File: src/rtl/vpc_pkg.sv
package vpc_pkg;

    localparam int BUS_W   = 8;
    localparam int FIELD_W = 6;
    localparam int LOOP_BIT = 3;

    localparam logic CHIP_MUSIC = 1'b0;
    localparam logic CHIP_CLIP  = 1'b1;
    localparam int   NUM_CHIPS  = 2;

    typedef enum logic [1:0] {
        JOB_NONE,
        JOB_LOOP_START,
        JOB_LOOP_STOP,
        JOB_CLIP
    } job_kind_e;

    typedef enum logic [1:0] {
        PH_IDLE,
        PH_SETUP,
        PH_STROBE,
        PH_HOLD
    } phase_e;

    typedef struct packed {
        job_kind_e          kind;
        logic               chip;
        logic [BUS_W-1:0]   word;
    } job_t;

    typedef struct packed {
        logic [BUS_W-1:0]   addr;
        logic               sel_n;
        logic               start_n;
        logic               stop_n;
        logic               rec_n;
    } pins_t;

    // Upper field 11: lower bits are mode flags.
    function automatic logic [BUS_W-1:0] mode_word(input logic [FIELD_W-1:0] flags);
        return {2'b11, flags};
    endfunction

    // Upper field 00: lower bits are a message address.
    function automatic logic [BUS_W-1:0] clip_word(input logic [FIELD_W-1:0] where);
        return {2'b00, where};
    endfunction

    function automatic logic [FIELD_W-1:0] loop_flags();
        logic [FIELD_W-1:0] f;
        f = '0;
        f[LOOP_BIT] = 1'b1;
        return f;
    endfunction

    localparam job_t IDLE_JOB = '{kind: JOB_NONE, chip: 1'b0, word: '0};

endpackage

File: src/rtl/vpc_cmd_arbiter.sv
module vpc_cmd_arbiter
    import vpc_pkg::*;
#(
    parameter logic [FIELD_W-1:0] ROW_CLIP = 6'h05,
    parameter logic [FIELD_W-1:0] END_CLIP = 6'h12
) (
    input  logic  want_start,
    input  logic  want_stop,
    input  logic  want_clip,
    input  logic  clip_choice,
    input  logic  seq_busy,
    input  logic  loop_running,
    output logic  take,
    output job_t  job
);
    logic stop_ok, start_ok;

    assign stop_ok  = want_stop  &&  loop_running;
    assign start_ok = want_start && !loop_running;

    always_comb begin
        take = 1'b0;
        job  = IDLE_JOB;
        if (!seq_busy) begin
            if (stop_ok) begin
                take      = 1'b1;
                job.kind  = JOB_LOOP_STOP;
                job.chip  = CHIP_MUSIC;
                job.word  = mode_word(loop_flags());
            end else if (start_ok) begin
                take      = 1'b1;
                job.kind  = JOB_LOOP_START;
                job.chip  = CHIP_MUSIC;
                job.word  = mode_word(loop_flags());
            end else if (want_clip) begin
                take      = 1'b1;
                job.kind  = JOB_CLIP;
                job.chip  = CHIP_CLIP;
                job.word  = clip_word(clip_choice ? END_CLIP : ROW_CLIP);
            end
        end
    end
endmodule

File: src/rtl/vpc_strobe_seq.sv
module vpc_strobe_seq
    import vpc_pkg::*;
#(
    parameter int SETUP_CYC = 3,
    parameter int PULSE_CYC = 4,
    parameter int HOLD_CYC  = 2
) (
    input  logic   clk,
    input  logic   rst,
    input  logic   take,
    input  job_t   job_in,
    output phase_e phase,
    output job_t   job_cur,
    output logic   seq_busy,
    output logic   seq_done
);
    localparam int MAX_A  = (SETUP_CYC > PULSE_CYC) ? SETUP_CYC : PULSE_CYC;
    localparam int MAX_C  = (MAX_A > HOLD_CYC) ? MAX_A : HOLD_CYC;
    localparam int CNT_W  = $clog2(MAX_C + 1);
    localparam logic [CNT_W-1:0] SETUP_END = CNT_W'(SETUP_CYC - 1);
    localparam logic [CNT_W-1:0] PULSE_END = CNT_W'(PULSE_CYC - 1);
    localparam logic [CNT_W-1:0] HOLD_END  = CNT_W'(HOLD_CYC - 1);

    logic [CNT_W-1:0] cnt;
    logic             at_end;

    always_comb begin
        unique case (phase)
            PH_SETUP:  at_end = (cnt == SETUP_END);
            PH_STROBE: at_end = (cnt == PULSE_END);
            PH_HOLD:   at_end = (cnt == HOLD_END);
            default:   at_end = 1'b0;
        endcase
    end

    assign seq_busy = (phase != PH_IDLE);
    assign seq_done = (phase == PH_HOLD) && at_end;

    always_ff @(posedge clk) begin
        if (rst) begin
            phase   <= PH_IDLE;
            cnt     <= '0;
            job_cur <= IDLE_JOB;
        end else begin
            unique case (phase)
                PH_IDLE: begin
                    cnt <= '0;
                    if (take) begin
                        job_cur <= job_in;
                        phase   <= PH_SETUP;
                    end
                end
                PH_SETUP: begin
                    cnt   <= at_end ? '0 : cnt + 1'b1;
                    if (at_end) phase <= PH_STROBE;
                end
                PH_STROBE: begin
                    cnt   <= at_end ? '0 : cnt + 1'b1;
                    if (at_end) phase <= PH_HOLD;
                end
                default: begin
                    cnt   <= at_end ? '0 : cnt + 1'b1;
                    if (at_end) begin
                        phase   <= PH_IDLE;
                        job_cur <= IDLE_JOB;
                    end
                end
            endcase
        end
    end
endmodule

File: src/rtl/vpc_pin_drive.sv
module vpc_pin_drive
    import vpc_pkg::*;
(
    input  phase_e                phase,
    input  job_t                  job_cur,
    output pins_t [NUM_CHIPS-1:0] pins
);
    for (genvar c = 0; c < NUM_CHIPS; c++) begin : g_chip
        logic chosen, strobing;
        assign chosen   = (phase != PH_IDLE) && (job_cur.chip == 1'(c));
        assign strobing = chosen && (phase == PH_STROBE);

        always_comb begin
            pins[c].addr    = chosen ? job_cur.word : '0;
            pins[c].sel_n   = !chosen;
            pins[c].start_n = !(strobing && (job_cur.kind != JOB_LOOP_STOP));
            pins[c].stop_n  = !(strobing && (job_cur.kind == JOB_LOOP_STOP));
            pins[c].rec_n   = 1'b1;
        end
    end
endmodule

File: src/rtl/voice_cmd_seq.sv
module voice_cmd_seq
    import vpc_pkg::*;
#(
    parameter int                 SETUP_CYC = 3,
    parameter int                 PULSE_CYC = 4,
    parameter int                 HOLD_CYC  = 2,
    parameter logic [FIELD_W-1:0] ROW_CLIP  = 6'h05,
    parameter logic [FIELD_W-1:0] END_CLIP  = 6'h12
) (
    input  logic       clk,
    input  logic       rst,
    input  logic       cmd_music_start,
    input  logic       cmd_music_stop,
    input  logic       cmd_clip_play,
    input  logic       clip_sel,
    output logic       busy,
    output logic       music_playing,
    output logic [7:0] bg_addr,
    output logic       bg_cs_n,
    output logic       bg_start_n,
    output logic       bg_stop_n,
    output logic       bg_rec_n,
    output logic [7:0] fx_addr,
    output logic       fx_cs_n,
    output logic       fx_start_n,
    output logic       fx_stop_n,
    output logic       fx_rec_n
);
    logic                  take, seq_busy, seq_done;
    job_t                  req_job, cur_job;
    phase_e                phase;
    pins_t [NUM_CHIPS-1:0] pins;
    logic                  loop_on;

    vpc_cmd_arbiter #(.ROW_CLIP(ROW_CLIP), .END_CLIP(END_CLIP)) u_arb (
        .want_start   (cmd_music_start),
        .want_stop    (cmd_music_stop),
        .want_clip    (cmd_clip_play),
        .clip_choice  (clip_sel),
        .seq_busy     (seq_busy),
        .loop_running (loop_on),
        .take         (take),
        .job          (req_job)
    );

    vpc_strobe_seq #(.SETUP_CYC(SETUP_CYC), .PULSE_CYC(PULSE_CYC), .HOLD_CYC(HOLD_CYC)) u_seq (
        .clk      (clk),
        .rst      (rst),
        .take     (take),
        .job_in   (req_job),
        .phase    (phase),
        .job_cur  (cur_job),
        .seq_busy (seq_busy),
        .seq_done (seq_done)
    );

    vpc_pin_drive u_pins (
        .phase   (phase),
        .job_cur (cur_job),
        .pins    (pins)
    );

    // Playing state follows completed start/stop sequences only.
    always_ff @(posedge clk) begin
        if (rst) begin
            loop_on <= 1'b0;
        end else if (seq_done) begin
            if (cur_job.kind == JOB_LOOP_START) loop_on <= 1'b1;
            else if (cur_job.kind == JOB_LOOP_STOP) loop_on <= 1'b0;
        end
    end

    assign busy          = seq_busy;
    assign music_playing = loop_on;

    assign bg_addr    = pins[CHIP_MUSIC].addr;
    assign bg_cs_n    = pins[CHIP_MUSIC].sel_n;
    assign bg_start_n = pins[CHIP_MUSIC].start_n;
    assign bg_stop_n  = pins[CHIP_MUSIC].stop_n;
    assign bg_rec_n   = pins[CHIP_MUSIC].rec_n;
    assign fx_addr    = pins[CHIP_CLIP].addr;
    assign fx_cs_n    = pins[CHIP_CLIP].sel_n;
    assign fx_start_n = pins[CHIP_CLIP].start_n;
    assign fx_stop_n  = pins[CHIP_CLIP].stop_n;
    assign fx_rec_n   = pins[CHIP_CLIP].rec_n;
endmodule

File: config.mk
export PLATFORM = sky130hd
export DESIGN_NAME = voice_cmd_seq
export DESIGN_NICKNAME = d
export VERILOG_FILES = /design/src/rtl/vpc_pkg.sv /design/src/rtl/vpc_cmd_arbiter.sv /design/src/rtl/vpc_strobe_seq.sv /design/src/rtl/vpc_pin_drive.sv /design/src/rtl/voice_cmd_seq.sv
export SDC_FILE = /design/constraint.sdc
export NUM_CORES = 1
export LEC_CHECK = 0
export BUFFER_PORTS_ARGS = -buffer_cell sky130_fd_sc_hd__buf_2
export CORE_MARGIN = 10
export CORE_UTILIZATION = 47
export CTS_CLUSTER_SIZE = 12
export DETAILED_ROUTE_END_ITERATION = 6
export GPL_TIMING_DRIVEN = 0
export PLACE_DENSITY = 0.83
export SLEW_MARGIN = 20
export SYNTH_ARGS = -nofsm -noshare
export SYNTH_HDL_FRONTEND = slang
export SYNTH_HIERARCHICAL = 1
export SYNTH_SLANG_ARGS = --single-unit
File: constraint.sdc
create_clock -name clk -period 2 [get_ports clk]
set_clock_uncertainty 0.1 [all_clocks]
set_input_delay 0.4 -clock clk [delete_from_list [all_inputs] [get_ports clk]]
set_output_delay 0.4 -clock clk [all_outputs]
set_load 0.03 [all_outputs]
==> results of run 1 <==
[synth_stat cells, types with 2 or more instances]
| cell | count |
|---|---|
| sky130_fd_sc_hd__ha_1 | 8 |
| sky130_fd_sc_hd__a21oi_1 | 13 |
| sky130_fd_sc_hd__dfxtp_1 | 17 |
| sky130_fd_sc_hd__clkbuf_1 | 4 |
| sky130_fd_sc_hd__and2b_1 | 3 |
| sky130_fd_sc_hd__and2_1 | 15 |
| sky130_fd_sc_hd__nand2b_1 | 5 |
| sky130_fd_sc_hd__nor2b_1 | 2 |
| sky130_fd_sc_hd__nor2_1 | 9 |
| sky130_fd_sc_hd__nand3_1 | 11 |
| sky130_fd_sc_hd__buf_4 | 7 |
| sky130_fd_sc_hd__nor3_1 | 2 |
| sky130_fd_sc_hd__inv_1 | 7 |
| sky130_fd_sc_hd__nand4b_1 | 11 |
| sky130_fd_sc_hd__and2_4 | 2 |
| sky130_fd_sc_hd__conb_1 | 2 |
| sky130_fd_sc_hd__nand2_1 | 5 |
[worst max-delay path, delay by kind of cell, from the launching register on]
kind,cells,cell delay [ps]
and+or+nand+nor,1,160
AOI/OAI and AO/OA,1,250
buffers and inverters,2,340
DFF,1,360
[power by group through the flow]
stage	Combinational, mW	Sequential [mW]	Clock, mW
after floorplan	0.791	0.470	0
after global placement	0.948	0.489	0
after detailed placement	0.988	0.501	0
after CTS	1.10	0.486	0.206
after global routing	1.31	0.481	0.212
final	1.20	0.474	0.199
[layout make-up]
type | instances | area share, %
tap | 30 | 2.41
timing repair buffer | 35 | 12.6
clock buffer | 3 | 1.45
buffer | 14 | 6.19
clock inverter | 1 | 0.483
multi-input combinational | 112 | 52.4
sequential | 17 | 22.4
inverter | 7 | 2.09
[logic make-up (layout without fill, tap and decap cells)]
kind of cell,count (synthesis),in the layout
xor gates and xnor gates,2,2
buffers and inverters,21,60
AOI/OAI and AO/OA,25,25
other,2,3
DFF,17,17
and+or+nand+nor,73,73
adders and majority gates,8,8
muxes,1,1
[flip-flops by register name, indices dropped and copies added (netlist names)]
signal and count:
u_seq/job_cur 11, music_playing 1, u_seq/cnt 3, u_seq/phase 2
[per-stage QoR]
| step | setup slack, ps | std cells | util [%] | setup TNS (ps) | hold slack, ps |
|---|---|---|---|---|---|
| 2_1_floorplan | 19.1 | 150 | - | 0 | 330 |
| 3_3_place_gp | -105 | 209 | 57.5 | -990 | 345 |
| 5_1_grt | 1.54 | 219 | 62.2 | 0 | 275 |
| 3_5_place_dp | -221 | 209 | 57.5 | -2390 | 366 |
| 4_1_cts | 10.7 | 216 | 60.6 | 0 | 238 |
| 6_report | 74.8 | 219 | 62.2 | 0 | 248 |
[worst max-delay path by stage]
stage                              start          endpoint  slack (ps)  depth (start not counted)
after floorplan           u_seq/phase[0]  u_seq/job_cur[1]          20                          8
after global placement    u_seq/phase[0]  u_seq/job_cur[4]        -110                          8
after detailed placement  u_seq/phase[1]  u_seq/job_cur[7]        -220                          8
after CTS                 u_seq/phase[0]              busy          10                          5
after global routing      u_seq/phase[1]     music_playing           2                          7
final                     u_seq/phase[1]        fx_addr[6]          70                          4
[timing repair]
action,4_1_cts,5_1_grt
setup buffers,3,3
gates resized for setup,10,9
hold endpoints to repair,0,0
endpoints found under the setup margin,18,16
pin swaps,0,4
[per-layer routing]
metal  track usage, %  vias up
li1                 -      589
met1             12.5      549
met2             21.2       39
met3             2.62        4
met4             7.53        0
met5                0        -
==> results by stage, run 1 <==
Status:
- The flow ran to the end, and the final reports show no timing, DRC or antenna violations.

CTS:
- The root buffer cell is sky130_fd_sc_hd__clkbuf_4.
- The CTS tree is yes.
- The clock drives 17 sinks.
- The clock passes through at most 2 buffers.
- The number of levels the H-tree was split into is 1.
- The worst-skew pair later-pin latency is 300 ps.
- Buffers inserted during clock tree synthesis total 3.
- After clock tree synthesis, the clock-pin slew on the worst setup and hold paths is 110 ps.
- Hold repair after CTS inserted 0 buffers.

Pwr:
- The clock network accounts for 10.6% of the total power.
- The leakage power of the design is 0.689 nW.
- The total power is 1.87 mW.
- The switching power total is 0.871 mW.
- Cell internal power was estimated by the tool at 1.00 mW.
- The sequential cell fraction of total power is 25.3%.
- The power per unit of standard cell area is 1200 nW/um^2.
- The part of the total power dissipated in combinational logic is 64.1%.
- VDD sags by at most 635 uV.
- Net switching is 46.5% of the power.

Synth:
- The largest family of logic cells by synthesized area is simple AND/OR/NAND/NOR gates.
- The synthesized netlist devotes 8.08% of its cell area to adder and majority cells.
- The cell count after synthesis is 149.
- The synthesis warning total is 6.
- The XOR/XNOR share of the synthesized area is 1.41%.
- The synthesized netlist occupies a cell area of 1240 sq um.
- Of the synthesized area, sequential elements account for 27.5%.
- The share of flip-flops with an asynchronous set or reset is 0%.
- Of all cell types, the one taking the most synthesized area is sky130_fd_sc_hd__dfxtp_1.
- The average cell area after synthesis is 8.31 sq um.
- The post-synthesis share of cell area spent on and, or, nand and nor gates is 38.1%.
- Measured against the total synthesized area, the mux share comes to 1.21%.
- The leading register cell type out of synthesis is sky130_fd_sc_hd__dfxtp_1.
- The count of unique library cells instantiated by Yosys is 43.
- Ranked by total cell area, the synthesized netlist is headed by sky130_fd_sc_hd__dfxtp_1 27%, sky130_fd_sc_hd__ha_1 8.1%, sky130_fd_sc_hd__nand4b_1 7.8%.
- The top cell type by area accounts for 27.5% of the synthesized area.
- The complex-gate fraction of the synthesized area is 14.4%.
- In this run, synthesis produced a sequential element count of 17.
- The number of enable flip-flop cells after synthesis is 0.

Placement:
- The global placer's final weighted congestion is 0.835.
- The cell area after placement is 1440 sq um.
- The number of input and output port buffers inserted is 29.
- The HPWL after detailed placement is 2.41 mm.

Floorplan:
- The width of the die is 71.3 um.
- The floorplan has 18 rows.
- The floorplan step defined a core boundary enclosing 2500 sq um.
- The die covers 5090 sq um.
- The vertical die dimension is 71.3 um.
- The effective utilization at floorplan is 49.5%.
- The number of top-level design ports is 32.

Finish:
- The area used by multi-input combinational logic is 815 sq um.
- The cell area after layout is 1560 sq um.
- In the final layout, the share of cells above drive strength 1 is 37.6%.
- The layout has 219 filler cells.
- The top cell types in the final layout, fill and taps aside, are 29 x sky130_fd_sc_hd__buf_2, 15 x sky130_fd_sc_hd__dfxtp_1, 14 x sky130_fd_sc_hd__buf_4, 14 x sky130_fd_sc_hd__and2_1, 13 x sky130_fd_sc_hd__a21oi_1.
- Leaving out fill and tap cells, the most frequent cell in the layout is sky130_fd_sc_hd__buf_2.
- Across the whole layout, storage elements account for 348 sq um.
- The count of antenna diodes in the layout is 0.
- Compared with the post-synthesis result, the final layout area differs by 25.6%.
- The final net count is 204.

Setup path:
- The beginning of the worst register-to-register path is u_seq/phase[1].
- The highest cell delay on the worst timing path is 360 ps.
- The number of cells on the worst reg-to-reg path is 7.
- The launching element type of the critical path is a flop.
- The endpoint identified for the worst register-to-register timing path is music_playing.
- In this run the worst path has a maximum fanout of 9.
- For the worst setup path, the data required time is 1500 ps.
- The kind of end point of the critical path is an output port.
- In this run the register-to-register setup slack is 90 ps.
- The critical path goes through buf_4, o21a_4, and2_1, buf_2.
- The slowest stage of the critical path belongs to the cell sky130_fd_sc_hd__dfxtp_4.
- Data on the critical path arrives at its endpoint at 1430 ps.
- The worst setup path is of the flop to output port kind.

Routing:
- The first detailed-routing pass ran for 4 iterations.
- Once detail routing completed, the nets flagged for antenna violations numbered 0.
- After detailed routing, the number of vias per cell comes to 5.39.
- The detailed-route DRC error count is 0.
- After detailed routing, the met2 layer carries 1.61 mm of wire.
- The final route contains 1,181 vias.
- The routed design has 3.18 mm of wire.
- The top routing layer in use is met4.
- The violation count after the first detailed-route iteration is 44.
- The amount of wire on met3 after detailed routing is 217 um.
- The average routed wire per standard cell is 14.5 um.
- The routed metal-1 wirelength is 1.31 mm.

Worst hold path:
- The type of the worst min-delay path is input port to flop.
- The worst hold path was traced through 2 stages.
- The end of the worst hold path is u_seq/job_cur[0].
- The worst hold path startpoint is rst.

STA:
- Static timing analysis puts the maximum clock frequency at 0.519 GHz.
- The post-route minimum period is 1930 ps.
- Setup repair after global routing left no endpoint under its margin.
- The final period utilization is 96.3%.
- The final number of setup-violating endpoints is 0.
- The count of pins over their slew limit was 0.
- The final count of hold timing violations is 0.

Global routing:
- The number of global-route vias before repair is 1,205.
- The initial antenna violation count is 0.
- The first global-routing pass estimated 5.29 mm of wire.
- The maximum number of pins on one net before global-route repair is 12.
- The global-route usage over all layers is 12.0%.
- The global-route congestion overflow total is 0.

Job:
- Across the run, the number of max-cap violations was 0.
Note: power is estimated with default switching activity, not from simulation.
==> run 2: changes to the inputs <==
--- a/config.mk
+++ b/config.mk
@@ -7,13 +7,12 @@
 export LEC_CHECK = 0
 export BUFFER_PORTS_ARGS = -buffer_cell sky130_fd_sc_hd__buf_2
 export CORE_MARGIN = 10
-export CORE_UTILIZATION = 47
+export CORE_UTILIZATION = 44
 export CTS_CLUSTER_SIZE = 12
 export DETAILED_ROUTE_END_ITERATION = 6
 export GPL_TIMING_DRIVEN = 0
 export PLACE_DENSITY = 0.83
-export SLEW_MARGIN = 20
+export SLEW_MARGIN = 15
 export SYNTH_ARGS = -nofsm -noshare
 export SYNTH_HDL_FRONTEND = slang
-export SYNTH_HIERARCHICAL = 1
 export SYNTH_SLANG_ARGS = --single-unit
==> results by stage, run 2 <==
Global routing:
- The first-pass GRT wire length was 4.27 mm (-19%).
- The number of global-route vias before repair is 917 (-24%).
- The global-route congestion overflow total is 0 (unchanged).
- The global-route usage over all layers is 12.5% (+0.51 points).
- The maximum number of pins on one net before global-route repair is 10 (-2).
- The initial antenna violation count came to 0 (unchanged).

Finish:
- The non-filler instance count after layout was 181 (-17%).
- The share of final-layout standard cells stronger than drive strength 1 came to 48.1% (+10 points).
- In the layout the commonest cells are 23 x sky130_fd_sc_hd__buf_4, 16 x sky130_fd_sc_hd__buf_2, 10 x sky130_fd_sc_hd__nor2_1, 10 x sky130_fd_sc_hd__buf_6, 10 x sky130_fd_sc_hd__dfxtp_1.
- The flip-flop count of the largest register after layout is 6 (-5).
- The cell area after layout came to 1330 sq um (-14%).
- The top register by number of flip-flops is u_seq.job_cur.
- The final net count was 171 (-16%).
- The count of antenna diodes in the layout is 0 (unchanged).
- Leaving out fill and tap cells, the most frequent cell in the layout is sky130_fd_sc_hd__buf_4.
- The relative area change from synthesis to final layout is 45.2%.
- The largest registers in the layout are u_seq.job_cur (6), u_seq.cnt (3), u_seq.phase (2).

Synth:
- The share of flip-flops with an asynchronous set or reset is 0% (unchanged).
- The cell with the most instances after synthesis is sky130_fd_sc_hd__buf_4.
- The most used flip-flop cell after synthesis is sky130_fd_sc_hd__dfxtp_1.
- The largest area contributor in the synthesized netlist is sky130_fd_sc_hd__dfxtp_1.
- The sequential cell area fraction in the yosys report was 26.2% (-1.3 points).
- Sorting the synthesized cells by how often they occur yields 13 x sky130_fd_sc_hd__buf_4, 12 x sky130_fd_sc_hd__dfxtp_1, 11 x sky130_fd_sc_hd__nor2_1.
- The number of enable flip-flop cells after synthesis is 0 (unchanged).
- The proportion of netlist area held by the largest area contributor is 26.2% (-1.3 points).
- By area the synthesized netlist is led by sky130_fd_sc_hd__dfxtp_1 26%, sky130_fd_sc_hd__ha_1 12%, sky130_fd_sc_hd__buf_4 11%.
- The flop and latch count out of synthesis is 12 (-5).
- The count of unique library cells instantiated by Yosys is 35 (-19%).
- The synthesis warning total is 0 (-6).
- The combined area of all synthesized cells is 918 sq um (-26%).
- The average cell area after synthesis is 8.06 sq um (-3.1%).
- The cell count after synthesis is 114 (-23%).

Routing:
- The violation count after the first detailed-route iteration is 20 (-55%).
- The total vias in the final route is 920 (-22%).
- The average routed wire per standard cell was 15.2 um (+4.3%).
- The first-pass iteration count of the detailed router was 4 (unchanged).
- The sum of routed wire length over all layers came to 2.74 mm (-14%).
- The detail-routed via count per cell is 5.08 (-5.7%).
- The count of antenna-violating nets left after detailed routing is 0 (unchanged).
- The detailed-route DRC error count is 0 (unchanged).

STA:
- At the pin with the least slew margin, the transition time is 519 ps.
- The post-route minimum period came to 2090 ps (+164 ps).
- Measured against its own limit, the worst slew margin works out to 64.4%.
- The final period utilization came to 104% (+8.2 points).
- The final number of setup-violating endpoints is 7 (+7).
- The count of pins over their slew limit came to 0 (unchanged).
- The final count of hold timing violations is 0 (unchanged).
- The sum of negative setup slack is -284 ps (-284 ps).
- The post-layout worst setup margin was -88.8 ps (-164 ps).
- The maximum operating frequency is 0.479 GHz (-7.8%).
- Setup repair after global routing could not meet its margin everywhere.

CTS:
- The clock input transition at the sequential cells of the worst setup and hold paths is 70 ps (-40 ps).
- The number of levels the H-tree was split into was 1 (unchanged).
- The number of buffers inserted during clock tree synthesis is 3 (unchanged).
- The worst-skew pair later-pin latency came to 280 ps (-20 ps).
- The maximum root-to-sink buffer count was 2 (unchanged).
- TritonCTS built the clock tree.
- The number of sinks handled by clock tree synthesis came to 12 (-5).
- CTS placed an instance of sky130_fd_sc_hd__clkbuf_4 at the clock tree root.

Setup path:
- The data required time at the worst endpoint is 2080 ps (+580 ps).
- The arrival time of the worst setup path is 2160 ps (+730 ps).
- The kind of end point of the critical path is a flop.
- The launching element type of the critical path is a flop.
- The highest fanout seen on the critical path came to 8 (-1).
- The category of the critical setup timing path is flop to flop.

Job:
- The total of max-cap violations is 0 (unchanged).

Floorplan:
- The number of top-level design ports is 32 (unchanged).
- The core area is 1980 sq um (-21%).
- The cell row count is 16 (-2).
- The area of the die is 4310 sq um (-15%).
- The vertical die dimension came to 65.7 um (-7.9%).
- The width of the die is 65.7 um (-7.9%).
- The effective utilization at floorplan came to 46.3% (-3.2 points).

Placement:
- The global placer's final weighted congestion is 0.777 (-7.0%).
- The cell area after placement was 1100 sq um (-23%).
- The number of cells in the design after placement is 169 (-19%).
- The detailed placement HPWL came to 1.85 mm (-23%).
- The number of input and output port buffers inserted is 26 (-10%).

Pwr:
- The maximum resistive drop on vdd came to 652 uV (+2.7%).
- The leakage power of the design came to 0.621 nW (-9.8%).
- The power per unit of standard cell area was 1150 nW/um^2 (-4.1%).

Status:
- The checks that failed: setup timing.
- The flow ran to the end, but the final reports show violations.

Worst hold path:
- The tightest min-delay check is of the input port to flop type.
-- run 2: cell count changes in the layout (fill, tap and decap cells not counted), moves of 5 or more --
cell / delta
sky130_fd_sc_hd__nand4b_1: -10
sky130_fd_sc_hd__dfxtp_1: -5
sky130_fd_sc_hd__buf_2: -13
sky130_fd_sc_hd__buf_6: +9
sky130_fd_sc_hd__buf_4: +9
sky130_fd_sc_hd__a21oi_1: -6
sky130_fd_sc_hd__nand3_1: -8
sky130_fd_sc_hd__and2_1: -13
-- run 2: path summary, 6_finish.rpt --
check	from	to	slack, ps	depth (start not counted)
min	clip_sel	u_seq.job_cur[4]	280	2
max	u_seq.phase[0]	music_playing	-90	7
min reg2reg	u_seq.cnt[0]	u_seq.cnt[0]	370	1
max reg2reg	u_seq.phase[0]	music_playing	-90	7
-- run 2: routing by layer --
| metal | track usage, % | wire, um | up-vias |
|---|---|---|---|
| met5 | 0 | 0 | - |
| met4 | 8.56 | 84 | 0 |
| met3 | 4.24 | 295 | 7 |
| met2 | 20.7 | 1210 | 49 |
| met1 | 13.0 | 1160 | 406 |
| li1 | - | - | 458 |
-- run 2: layout make-up --
type	instances	area, sq um
Timing Repair Buffer	36	264
Buffer	14	105
Sequential cell	12	248
Clock buffer	3	22.5
Multi-Input combinational cell	79	616
Fill cell	144	648
Inverter	10	45.0
Tap cell	27	33.8
-- run 2: metrics by stage --
stage	total power [mW]	hold WS, ps	utilization (%)	setup WS (ps)
after floorplan	0.947	322	-	-63.4
after global placement	1.09	336	55.6	-137
after detailed placement	1.13	358	55.6	-167
after CTS	1.48	274	66.2	-45.5
after global routing	1.64	288	67.3	-130
final	1.54	276	67.3	-88.8
-- run 2: worst max-delay path, cell delays in order, from the launching register on --
cell and delay [ps]:
sky130_fd_sc_hd__dfxtp_4 390, sky130_fd_sc_hd__inv_6 50, sky130_fd_sc_hd__ha_4 150, sky130_fd_sc_hd__or3_4 310, sky130_fd_sc_hd__a2111o_1 390, sky130_fd_sc_hd__buf_6 150
sky130_fd_sc_hd__buf_4 130, sky130_fd_sc_hd__o41ai_1 300
-- run 2: power by group --
group	total (mW)	switching, mW	internal, mW
clock	0.154	0.0836	0.0700
sequential	0.378	0.0722	0.306
combinational	1.01	0.569	0.439
-- run 2: kinds of logic (layout without fill, tap and decap cells) --
logic type / after synthesis / in the layout / synth area share (%)
buf+inv: 25 / 63 / 16.3
xor+xnor: 2 / 2 / 1.91
other cells: 2 / 4 / 0.818
fa+ha+maj: 9 / 9 / 12.3
simple gates: 39 / 39 / 23.0
flops: 12 / 12 / 26.2
mux: 1 / 1 / 1.09
compound gates: 24 / 24 / 18.4
-- run 2: what timing repair did --
| item | 4_1_cts | 5_1_grt |
|---|---|---|
| pin swaps | 8 | 3 |
| buffers inserted | 7 | 3 |
| endpoints found under the setup margin | 26 | 26 |
| gates resized for setup | 40 | 2 |
| hold buffers | 0 | 0 |
